$ cat config.mk
export PLATFORM = sky130hd
export DESIGN_NAME = swd_host
export DESIGN_NICKNAME = d
export VERILOG_FILES = /design/src/rtl/swd_host_pkg.sv /design/src/rtl/swd_edge_gen.sv /design/src/rtl/swd_frame_fsm.sv /design/src/rtl/swd_host.sv
export SDC_FILE = /design/constraint.sdc
export NUM_CORES = 1
export LEC_CHECK = 0
export BUFFER_PORTS_ARGS = -buffer_cell sky130_fd_sc_hd__buf_2
export CORE_UTILIZATION = 52
export DETAILED_ROUTE_END_ITERATION = 8
export GPL_TIMING_DRIVEN = 0
export PLACE_DENSITY = 0.73
export SYNTH_ARGS = -nofsm -noshare
export SYNTH_HDL_FRONTEND = slang
export SYNTH_HIERARCHICAL = 1
export SYNTH_SLANG_ARGS = --single-unit
$ cat constraint.sdc
create_clock -name clk -period 4.8 [get_ports clk]
set_input_delay 0 -clock clk [delete_from_list [all_inputs] [get_ports clk]]
set_output_delay 0 -clock clk [all_outputs]
set_load 0.02 [all_outputs]
$ cat src/rtl/swd_host_pkg.sv
package swd_host_pkg;

  typedef enum logic [3:0] {
    PH_REST, PH_START, PH_REQ, PH_TRN1, PH_ACK, PH_TRN2,
    PH_WDAT, PH_RDAT, PH_TRN3, PH_TAIL, PH_LRST, PH_IDLE
  } phase_e;

  localparam logic [1:0] OP_XFER = 2'd0;
  localparam logic [1:0] OP_LRST = 2'd1;

  localparam logic [2:0] ACK_OK    = 3'b001;
  localparam logic [2:0] ACK_WAIT  = 3'b010;
  localparam logic [2:0] ACK_FAULT = 3'b100;

  // bit 0 leaves the host first
  function automatic logic [7:0] build_req(logic ap, logic rnw, logic [1:0] a);
    return {1'b1, 1'b0, ap ^ rnw ^ a[0] ^ a[1], a[1], a[0], rnw, ap, 1'b1};
  endfunction

endpackage

$ cat src/rtl/swd_edge_gen.sv
module swd_edge_gen #(
  parameter int DIVW = 4
) (
  input  logic            clk,
  input  logic            rst_n,
  input  logic            run,
  input  logic [DIVW-1:0] div,
  output logic            swclk,
  output logic            fall,
  output logic            rise
);
  logic [DIVW-1:0] cnt;
  logic            sclk;
  logic            term;

  assign term  = run && (cnt == div);
  assign fall  = term && sclk;
  assign rise  = term && !sclk;
  assign swclk = sclk;

  always_ff @(posedge clk or negedge rst_n) begin
    if (!rst_n) begin
      cnt  <= '0;
      sclk <= 1'b1;
    end else if (!run) begin
      cnt <= '0;
    end else if (term) begin
      cnt  <= '0;
      sclk <= ~sclk;
    end else begin
      cnt <= cnt + 1'b1;
    end
  end


  swclk_rest_chk: assert property (@(posedge clk) disable iff (!rst_n)
    !run |-> sclk);

endmodule

$ cat src/rtl/swd_frame_fsm.sv
module swd_frame_fsm
  import swd_host_pkg::*;
#(
  parameter int TAIL_SLOTS = 8,
  parameter int LRST_SLOTS = 50,
  parameter int IDLE_SLOTS = 8
) (
  input  logic        clk,
  input  logic        rst_n,
  input  logic        fall,
  input  logic        rise,
  input  logic        cmd_valid,
  output logic        cmd_ready,
  input  logic [1:0]  cmd_op,
  input  logic        cmd_apndp,
  input  logic        cmd_rnw,
  input  logic [1:0]  cmd_addr,
  input  logic [31:0] cmd_wdata,
  output logic        rsp_valid,
  output logic [2:0]  rsp_ack,
  output logic [31:0] rsp_rdata,
  output logic        rsp_par_err,
  output logic        rsp_proto_err,
  output logic        run,
  output logic        dout,
  output logic        oe,
  input  logic        din
);
  localparam int M1   = (LRST_SLOTS > IDLE_SLOTS) ? LRST_SLOTS : IDLE_SLOTS;
  localparam int M2   = (M1 > TAIL_SLOTS) ? M1 : TAIL_SLOTS;
  localparam int MAXS = (M2 > 33) ? M2 : 33;
  localparam int CW   = $clog2(MAXS + 1);
  localparam logic [CW-1:0] TAIL_LAST = CW'(TAIL_SLOTS - 1);
  localparam logic [CW-1:0] LRST_LAST = CW'(LRST_SLOTS - 1);
  localparam logic [CW-1:0] IDLE_LAST = CW'(IDLE_SLOTS - 1);
  localparam logic [CW-1:0] DPAR      = CW'(32);

  phase_e      ph;
  logic [CW-1:0] cnt;
  logic [1:0]  op_q;
  logic        rnw_q;
  logic [7:0]  req_q;
  logic [31:0] wd_q, rd_q;
  logic [2:0]  ack_q;
  logic        rpar_q;
  logic        ack_ok, ack_known, finish;
  logic [4:0]  nxt_bit;

  assign run       = (ph != PH_REST);
  assign cmd_ready = (ph == PH_REST);
  assign ack_ok    = (ack_q == ACK_OK);
  assign ack_known = (ack_q == ACK_OK) || (ack_q == ACK_WAIT) || (ack_q == ACK_FAULT);
  assign nxt_bit   = cnt[4:0] + 5'd1;
  assign finish    = rise && (((ph == PH_TAIL) && (cnt == TAIL_LAST)) ||
                              ((ph == PH_LRST) && (cnt == LRST_LAST)) ||
                              ((ph == PH_IDLE) && (cnt == IDLE_LAST)));

  always_ff @(posedge clk or negedge rst_n) begin
    if (!rst_n) begin
      ph <= PH_REST; cnt <= '0; op_q <= '0; rnw_q <= 1'b0; req_q <= '0;
      wd_q <= '0; rd_q <= '0; ack_q <= '0; rpar_q <= 1'b0;
      oe <= 1'b1; dout <= 1'b0;
      rsp_valid <= 1'b0; rsp_ack <= '0; rsp_rdata <= '0;
      rsp_par_err <= 1'b0; rsp_proto_err <= 1'b0;
    end else begin
      rsp_valid <= 1'b0;
      if (ph == PH_REST) begin
        if (cmd_valid) begin
          ph    <= PH_START;
          op_q  <= cmd_op;
          rnw_q <= cmd_rnw;
          req_q <= build_req(cmd_apndp, cmd_rnw, cmd_addr);
          wd_q  <= cmd_wdata;
        end
      end else if (finish) begin
        ph            <= PH_REST;
        rsp_valid     <= 1'b1;
        rsp_ack       <= (op_q == OP_XFER) ? ack_q : 3'b000;
        rsp_rdata     <= (op_q == OP_XFER && rnw_q && ack_ok) ? rd_q : 32'd0;
        rsp_par_err   <= (op_q == OP_XFER) && rnw_q && ack_ok && ((^rd_q) != rpar_q);
        rsp_proto_err <= (op_q == OP_XFER) && !ack_known;
      end else if (fall) begin
        unique case (ph)
          PH_START: begin
            cnt <= '0; oe <= 1'b1;
            if (op_q == OP_XFER) begin ph <= PH_REQ;  dout <= req_q[0]; end
            else if (op_q == OP_LRST) begin ph <= PH_LRST; dout <= 1'b1; end
            else begin ph <= PH_IDLE; dout <= 1'b0; end
          end
          PH_REQ: begin
            if (cnt == CW'(7)) begin ph <= PH_TRN1; oe <= 1'b0; end
            else begin cnt <= cnt + 1'b1; dout <= req_q[nxt_bit[2:0]]; end
          end
          PH_TRN1: begin ph <= PH_ACK; cnt <= '0; end
          PH_ACK: begin
            cnt <= '0;
            if (cnt == CW'(2)) ph <= (ack_ok && rnw_q) ? PH_RDAT : PH_TRN2;
            else cnt <= cnt + 1'b1;
          end
          PH_TRN2: begin
            cnt <= '0; oe <= 1'b1;
            if (ack_ok) begin ph <= PH_WDAT; dout <= wd_q[0]; end
            else begin ph <= PH_TAIL; dout <= 1'b0; end
          end
          PH_WDAT: begin
            if (cnt == DPAR) begin ph <= PH_TAIL; cnt <= '0; dout <= 1'b0; end
            else begin
              cnt  <= cnt + 1'b1;
              dout <= (cnt == CW'(31)) ? ^wd_q : wd_q[nxt_bit];
            end
          end
          PH_RDAT: begin
            if (cnt == DPAR) ph <= PH_TRN3;
            else cnt <= cnt + 1'b1;
          end
          PH_TRN3: begin ph <= PH_TAIL; cnt <= '0; oe <= 1'b1; dout <= 1'b0; end
          default: cnt <= cnt + 1'b1;
        endcase
      end else if (rise) begin
        if (ph == PH_ACK) ack_q[cnt[1:0]] <= din;
        if (ph == PH_RDAT) begin
          if (cnt == DPAR) rpar_q <= din;
          else rd_q[cnt[4:0]] <= din;
        end
      end
    end
  end


  pin_on_fall_chk: assert property (@(posedge clk) disable iff (!rst_n)
    (!$stable(oe) || !$stable(dout)) |-> $past(fall));


  ack_release_chk: assert property (@(posedge clk) disable iff (!rst_n)
    (ph == PH_ACK || ph == PH_TRN1) |-> !oe);


  rsp_pulse_chk: assert property (@(posedge clk) disable iff (!rst_n)
    rsp_valid |=> !rsp_valid);


  accept_busy_chk: assert property (@(posedge clk) disable iff (!rst_n)
    (cmd_valid && cmd_ready) |=> !cmd_ready);


  err_excl_chk: assert property (@(posedge clk) disable iff (!rst_n)
    (rsp_valid && rsp_proto_err) |-> (!rsp_par_err && rsp_ack != ACK_OK));

endmodule

$ cat src/rtl/swd_host.sv
module swd_host
  import swd_host_pkg::*;
#(
  parameter int DIVW       = 4,
  parameter int TAIL_SLOTS = 8,
  parameter int LRST_SLOTS = 50,
  parameter int IDLE_SLOTS = 8
) (
  input  logic            clk,
  input  logic            rst_n,
  input  logic [DIVW-1:0] clk_div,
  input  logic            cmd_valid,
  output logic            cmd_ready,
  input  logic [1:0]      cmd_op,
  input  logic            cmd_apndp,
  input  logic            cmd_rnw,
  input  logic [1:0]      cmd_addr,
  input  logic [31:0]     cmd_wdata,
  output logic            rsp_valid,
  output logic [2:0]      rsp_ack,
  output logic [31:0]     rsp_rdata,
  output logic            rsp_par_err,
  output logic            rsp_proto_err,
  output logic            swclk,
  output logic            swdio_out,
  output logic            swdio_oe,
  input  logic            swdio_in
);
  logic run, fall, rise;

  swd_edge_gen #(.DIVW(DIVW)) u_edge (
    .clk(clk), .rst_n(rst_n), .run(run), .div(clk_div),
    .swclk(swclk), .fall(fall), .rise(rise)
  );

  swd_frame_fsm #(
    .TAIL_SLOTS(TAIL_SLOTS), .LRST_SLOTS(LRST_SLOTS), .IDLE_SLOTS(IDLE_SLOTS)
  ) u_fsm (
    .clk(clk), .rst_n(rst_n), .fall(fall), .rise(rise),
    .cmd_valid(cmd_valid), .cmd_ready(cmd_ready), .cmd_op(cmd_op),
    .cmd_apndp(cmd_apndp), .cmd_rnw(cmd_rnw), .cmd_addr(cmd_addr),
    .cmd_wdata(cmd_wdata), .rsp_valid(rsp_valid), .rsp_ack(rsp_ack),
    .rsp_rdata(rsp_rdata), .rsp_par_err(rsp_par_err),
    .rsp_proto_err(rsp_proto_err), .run(run), .dout(swdio_out),
    .oe(swdio_oe), .din(swdio_in)
  );

endmodule

==> results.json, run 1 <==
{
  "grt_usage": 0.245,
  "p_leak_uw": 0.00381,
  "syn_area_um2": 6660,
  "core-area_um2": 12300,
  "placed_area_um2": 7340,
  "cts_resized": 0,
  "yosysSeqAreaShare": 0.493,
  "die_area_um2": 13300,
  "slew_violations": 0,
  "max_stage_delay_ns": 0.58,
  "ir_worst_vdd_v": 0.000477,
  "synth.area.top_cells": "dfrtp_1 (48%), mux2_2 (13%), xnor2_1 (8.0%)",
  "cts_tree": "done",
  "path_clk_slew_ns": 0.06,
  "hold_path.class": "input port to flop",
  "via_count": 4887,
  "cts.sinks": 131,
  "fin_nets": 760,
  "synth_top_cells_by_count": "dfrtp_1 (129), mux2_2 (76), xnor2_1 (61)",
  "post_cts.repair.setup_buffers": 0,
  "path_max_fanout": 10,
  "numCtsBuffers": 17,
  "wl_mm": 14.8,
  "critPathLaunchType": "flop",
  "rows": 40,
  "place_congestion": 0.845,
  "ys.flop_type": "dfrtp_1",
  "antennaDiodeCount": 0,
  "tightest_slew_ns": 0.735,
  "via_per_inst": 5.49,
  "cts_root_buf": "clkbuf_16",
  "die_h_um": 115,
  "drc_errors": 0,
  "cp.required_ns": 5.09,
  "overflow": 0,
  "status": "complete, no violations",
  "grtUsageMet3": 0.0496,
  "clk_path_buf_depth": 2,
  "post-route-period-util": 0.739,
  "hold_ws_ns": 0.0530,
  "wl_per_cell_um": 16.6,
  "synth_edf_count": 0,
  "power_uw": 4620,
  "synthArstFlopShare": 1.00,
  "use_met2": 0.408,
  "path_common_cell": "clkbuf_1",
  "dieWidth_um": 115,
  "grt_pass1_wl_mm": 24.6,
  "netlist.area_leader.share": 0.485,
  "drt_iter0_drc": 237,
  "rsz0062_at_grt": "false",
  "final.setup_skew_ns": 0.00552,
  "max_freq_mhz": 282,
  "port_buffers": 87,
  "cp_top_family": "multiplexers",
  "grt.busiest_layer": "met2",
  "fin_tns_setup_ns": 0,
  "grt_max_degree": 89,
  "ys_ff_latch": 131,
  "crit_chain": "clkbuf_1, clkbuf_1, inv_1, ha_1, buf_6, mux4_1, mux4_2, mux2_2, nor3_2, a211oi_1",
  "clock_latency_ns": 0.42,
  "antenna_found_initial": 0,
  "synth.distinct_cells": 60,
  "dp_hpwl_mm": 10.2,
  "setup_viol": 0,
  "slew_headroom": 0.503,
  "grtUsageMet1": 0.313,
  "maxCapViolations": 0,
  "design_area_um2": 8310,
  "drive_above_1_share": 0.306,
  "crit_path_end_kind": "flop",
  "start_util": 0.543,
  "crit_type": "flop to flop",
  "cp.arrival_ns": 3.84,
  "syn2layout_area_growth_pct": 24.8,
  "syn_inst": 562,
  "ys_warn_count": 6,
  "postCtsHoldBufs": 40,
  "final_antenna_net_count": 0,
  "htreeDepth": 4,
  "firstDrtPassIters": 4,
  "syn-num-nets": 613,
  "fin_crit_ns": 3.55,
  "finalHoldViolCount": 0,
  "p_per_area_nw_per_um2": 556,
  "cp_num_buf_inv": 4,
  "syn_area_per_cell_um2": 11.9,
  "grt_pass1_vias": 4979,
  "cp_slowest_cell": "mux4_1",
  "yosysMostFrequentCell": "dfrtp_1",
  "io_pins": 88,
  "synth_area_leader_cell": "dfrtp_1"
}
==> registers in the layout, indices dropped and copies added, names as in the netlist <==
| name | cells |
|---|---|
| u_fsm/rsp_par_err | 1 |
| u_fsm/wd_q | 32 |
| u_fsm/oe | 1 |
| u_edge/swclk | 1 |
| u_fsm/req_q | 6 |
| u_fsm/rsp_ack | 3 |
| u_fsm/rsp_rdata | 32 |
| u_fsm/cnt | 6 |
| u_fsm/rsp_proto_err | 1 |
| u_fsm/dout | 1 |
| u_fsm/ack_q | 3 |
| u_fsm/op_q | 2 |
| u_fsm/rsp_valid | 1 |
| u_fsm/rd_q | 32 |
| u_edge/cnt | 4 |
| u_fsm/rpar_q | 1 |
| u_fsm/ph | 4 |
==> layout by cell type, fill, tap and decap left out, types with 4 or more instances in the layout <==
master         synthesis  final
nand3_1               10     10
clkbuf_16              0     17
nor3_1                 6      6
a22o_1                33     33
buf_1                  4      4
mux4_2                 7      7
xor2_1                13     13
mux4_1                 4      4
nand3b_1               4      4
clkbuf_1              19     23
nor2_1                53     53
a21oi_1                4      4
inv_1                  9      9
ha_1                   5      5
mux2_2                76     76
xnor2_1               61     61
o31ai_1                7      7
nand2_1               32     32
o21ai_0               20     20
clkinv_2               0      4
dlygate4sd3_1          0     40
buf_2                  4     90
nor2b_1                5      5
dfrtp_1              129    129
==> final cells by class <==
cell class	count	area [µm²]
plain buffers	31	140
clock buffers	23	468
repair buffers	128	870
clock inverters	9	104
fillers	877	3950
inverters	9	33.8
flip-flops and latches	131	3280
multi-input cells	391	3210
well taps	168	210
==> per-stage QoR <==
stage	utilization	setup WS, ns	std cells
6_report	0.678	1.25	890
5_1_grt	0.678	1.07	890
4_1_cts	0.678	1.23	890
3_5_place_dp	0.599	1.23	818
3_3_place_gp	0.596	1.27	817
2_1_floorplan	-	1.76	562
==> final timing paths <==
kind                                              start                      endpoint  slack (ns)  cells after the start
min reg2reg                u_fsm/rsp_ack[1]$_DFFE_PN0P_  u_fsm/rsp_ack[1]$_DFFE_PN0P_        0.48                      2
max                            u_fsm/cnt[0]$_DFFE_PN0P_        u_fsm/dout$_DFFE_PN0P_        1.25                     10
min in group asynchronous                         rst_n       u_edge/cnt[3]$_DFF_PN0_        0.07                      2
min                                          clk_div[0]      u_edge/swclk$_DFFE_PN1P_        0.05                      5
max in group asynchronous                         rst_n    u_fsm/wd_q[18]$_DFFE_PN0P_        3.98                      3
max reg2reg                    u_fsm/cnt[0]$_DFFE_PN0P_        u_fsm/dout$_DFFE_PN0P_        1.25                     10
==> where the power goes <==
part / switching, µW / total, µW / internal, µW
sequential: 216 / 1550 / 1340
combinational: 837 / 1830 / 990
clock: 453 / 1240 / 788
total: 1510 / 4620 / 3120
==> worst min-delay path, stage by stage <==
cell     delay (ns)
buf_2          0.08
xnor2_1        0.05
nand4_1        0.11
or2_4          0.16
xnor2_2        0.06
==> cells by family (layout without fill, tap and decap cells) <==
kind of cell             Yosys count  count (layout)  share of synthesized area
flip-flops                       131             131                      0.493
adder cells (fa/ha/maj)            5               5                    0.00939
AO/OA/AOI/OAI                     86              86                     0.0994
AND/OR/NAND/NOR                  135             135                     0.0984
multiplexers                      89              89                      0.171
buffers and inverters             40             200                     0.0261
XOR/XNOR                          76              76                      0.103
==> routing by layer <==
metal | share of wire | routed length, µm
met4 | 0.019 | 287
met3 | 0.042 | 614
met1 | 0.44 | 6440
met5 | 0 | 0
met2 | 0.50 | 7430
(Power assumes the default switching activity.)
==> run 2, diff against run 1 <==
--- a/config.mk
+++ b/config.mk
@@ -9,7 +9,7 @@
 export CORE_UTILIZATION = 52
 export DETAILED_ROUTE_END_ITERATION = 8
 export GPL_TIMING_DRIVEN = 0
-export PLACE_DENSITY = 0.73
+export PLACE_DENSITY = 0.76
 export SYNTH_ARGS = -nofsm -noshare
 export SYNTH_HDL_FRONTEND = slang
 export SYNTH_HIERARCHICAL = 1
==> constraint.sdc (replaced) <==
create_clock -name clk -period 3.15 [get_ports clk]
set_input_delay 0 -clock clk [delete_from_list [all_inputs] [get_ports clk]]
set_output_delay 0 -clock clk [all_outputs]
set_load 0.02 [all_outputs]
==> run 2 against run 1 <==
  * Via count shrank 0.14%
  * Maximum frequency increased by 18%
  * Hold slack improved by 0.0028 ns
  * Utilization about the same
  * Combinational power up 52%
  * Setup slack lost 1.1 ns
  * Critical path type unchanged
==> results.json, run 2 (synthesis gave the netlist of run 1 again) <==
{
  "grt_usage": 0.248,
  "hold_end": "u_edge/swclk$_DFFE_PN1P_",
  "ir_worst_vdd_v": 0.000751,
  "slew_headroom": 0.518,
  "antenna_found_initial": 0,
  "die_h_um": 115,
  "nFillCells": 897,
  "status": "complete, no violations",
  "wl_mm": 14.9,
  "clk_path_buf_depth": 2,
  "cp.arrival_ns": 3.29,
  "dieWidth_um": 115,
  "rrSetupSlack_ns": 0.15,
  "switching_share": 0.337,
  "grtUsageMet3": 0.0543,
  "grtUsageMet1": 0.302,
  "drive_above_1_share": 0.314,
  "rows": 40,
  "place_congestion": 0.866,
  "final_antenna_net_count": 0,
  "path_clk_slew_ns": 0.06,
  "grt.busiest_layer": "met2",
  "path_max_fanout": 9,
  "final.setup_skew_ns": 0.0195,
  "cts_tree": "done",
  "post-route-period-util": 0.951,
  "finalHoldViolCount": 0,
  "final_cell_mix": "dfrtp_1 (128), buf_2 (90), mux2_2 (76), xnor2_1 (61), nor2_1 (53)",
  "seqCellArea_um2": 3280,
  "via_per_inst": 5.48,
  "use_met2": 0.437,
  "firstDrtPassIters": 5,
  "design_area_um2": 8310,
  "dp_hpwl_mm": 10.2,
  "grt_pass1_wl_mm": 24.8,
  "p_per_area_nw_per_um2": 846,
  "wl_per_cell_um": 16.8,
  "seqPwrFrac": 0.342,
  "core-area_um2": 12300,
  "cts_root_buf": "clkbuf_16",
  "comb_power_share": 0.396,
  "multi_input_area_um2": 3210,
  "reg_top3": "u_fsm/rd_q (32), u_fsm/rsp_rdata (32), u_fsm/wd_q (32)",
  "via_count": 4880,
  "htreeDepth": 4,
  "placed_area_um2": 7340,
  "clock_latency_ns": 0.42,
  "rsz0062_at_grt": "true",
  "clkPwrFrac": 0.262,
  "hold_path.class": "input port to flop",
  "critPathLaunchType": "flop",
  "io_pins": 88,
  "setup_viol": 0,
  "crit_type": "flop to flop",
  "overflow": 0,
  "numCtsBuffers": 17,
  "power_uw": 7030,
  "start_util": 0.543,
  "drc_errors": 0,
  "cts.sinks": 131,
  "rr_endpoint": "u_fsm/rd_q[1]$_DFFE_PN0P_",
  "layout_commonest_cell": "dfrtp_1",
  "syn2layout_area_growth_pct": 24.7,
  "crit_path_end_kind": "flop",
  "hp-start": "clk_div[0]",
  "drt_iter0_drc": 227,
  "tightest_slew_ns": 0.713,
  "p_leak_uw": 0.00380,
  "final.setup.worst_slack_ns": 0.153,
  "port_buffers": 87,
  "fin_crit_ns": 3.00,
  "place_ws_ns": -0.420,
  "die_area_um2": 13300,
  "maxCapViolations": 0,
  "p_int_uw": 4660,
  "slew_violations": 0,
  "rr_startpoint": "u_fsm/ph[1]$_DFFE_PN0P_",
  "fin_nets": 760,
  "max_freq_mhz": 334,
  "grt_max_degree": 88,
  "antennaDiodeCount": 0,
  "power.switching_uw": 2370,
  "cp.required_ns": 3.44,
  "reg2reg_depth": 10,
  "grt_pass1_vias": 5004,
  "min_path_cells": 5
}
[run 2: cell count changes in the layout (fill, tap and decap cells not counted)]
cell        change
dfrtp_1         -1
clkbuf_8        -1
clkbuf_1        -5
clkinv_2        -1
clkbuf_4        +1
clkinvlp_4      +3
bufinv_16       -1
dfrtp_2         +1
buf_4           +2
clkinv_4        +2
[run 2: worst max-delay path: stages, from the launching register on]
cell,delay [ns]
dfrtp_1,0.53
nor2_1,0.19
nand2_1,0.24
inv_1,0.07
or2_4,0.27
nor2_1,0.24
nand4bb_1,0.19
nor2_1,0.23
nand2_1,0.30
nor2_1,0.24
mux2_2,0.36
[run 2: metal layers]
metal  part of all wire  wire [µm]  up-vias
met1               0.44       6500     2408
met3              0.040        590       19
li1                   -          -     2297
met4              0.012        185        0
met5                  0          0        -
met2               0.51       7660      156
[run 2: worst max path at each step]
| stage | from | end | slack (ns) | cells after the start |
|---|---|---|---|---|
| 3_3_place_gp | u_fsm/cnt[0]$_DFFE_PN0P_ | u_fsm/dout$_DFFE_PN0P_ | -0.34 | 10 |
| 3_5_place_dp | u_fsm/cnt[0]$_DFFE_PN0P_ | u_fsm/dout$_DFFE_PN0P_ | -0.42 | 10 |
| 2_1_floorplan | u_fsm/cnt[0]$_DFFE_PN0P_ | u_fsm/dout$_DFFE_PN0P_ | 0.11 | 10 |
| 6_report | u_fsm/ph[1]$_DFFE_PN0P_ | u_fsm/rd_q[1]$_DFFE_PN0P_ | 0.15 | 10 |
| 4_1_cts | u_fsm/ph[1]$_DFFE_PN0P_ | u_fsm/rd_q[1]$_DFFE_PN0P_ | 0.02 | 11 |
| 5_1_grt | u_fsm/ph[1]$_DFFE_PN0P_ | u_fsm/rd_q[1]$_DFFE_PN0P_ | -0.04 | 10 |
[run 2: power groups by stage]
stage	combinational (µW)	clock (µW)	sequential [µW]
4_1_cts	2790	1870	2380
6_report	2780	1840	2400
5_1_grt	3050	1950	2450
3_3_place_gp	2670	0	2360
2_1_floorplan	2250	0	2310
3_5_place_dp	2750	0	2390
[run 2: final cells by class]
| class | count | area share |
|---|---|---|
| Buffer | 29 | 0.0164 |
| Inverter | 9 | 0.00407 |
| Clock inverter | 12 | 0.0131 |
| Multi-Input combinational cell | 391 | 0.386 |
| Clock buffer | 20 | 0.0538 |
| Timing Repair Buffer | 130 | 0.106 |
| Sequential cell | 131 | 0.395 |
| Tap cell | 168 | 0.0253 |
[run 2: through the flow]
stage	std cells	TNS, ns	hold slack (ns)	util
floorplan	562	0	-0.296	-
global placement	817	-0.338	0.232	0.596
detailed placement	818	-0.421	-0.0450	0.599
CTS	889	0	0.0399	0.676
global route	890	-0.0389	0.0716	0.678
finish	890	0	0.0558	0.678
[run 2: repair_timing]
item,in CTS,in global routing
setup endpoints to repair,2,33
setup buffers,0,2
gates resized for setup,2,2
hold buffers,40,0
hold endpoints to repair,175,0
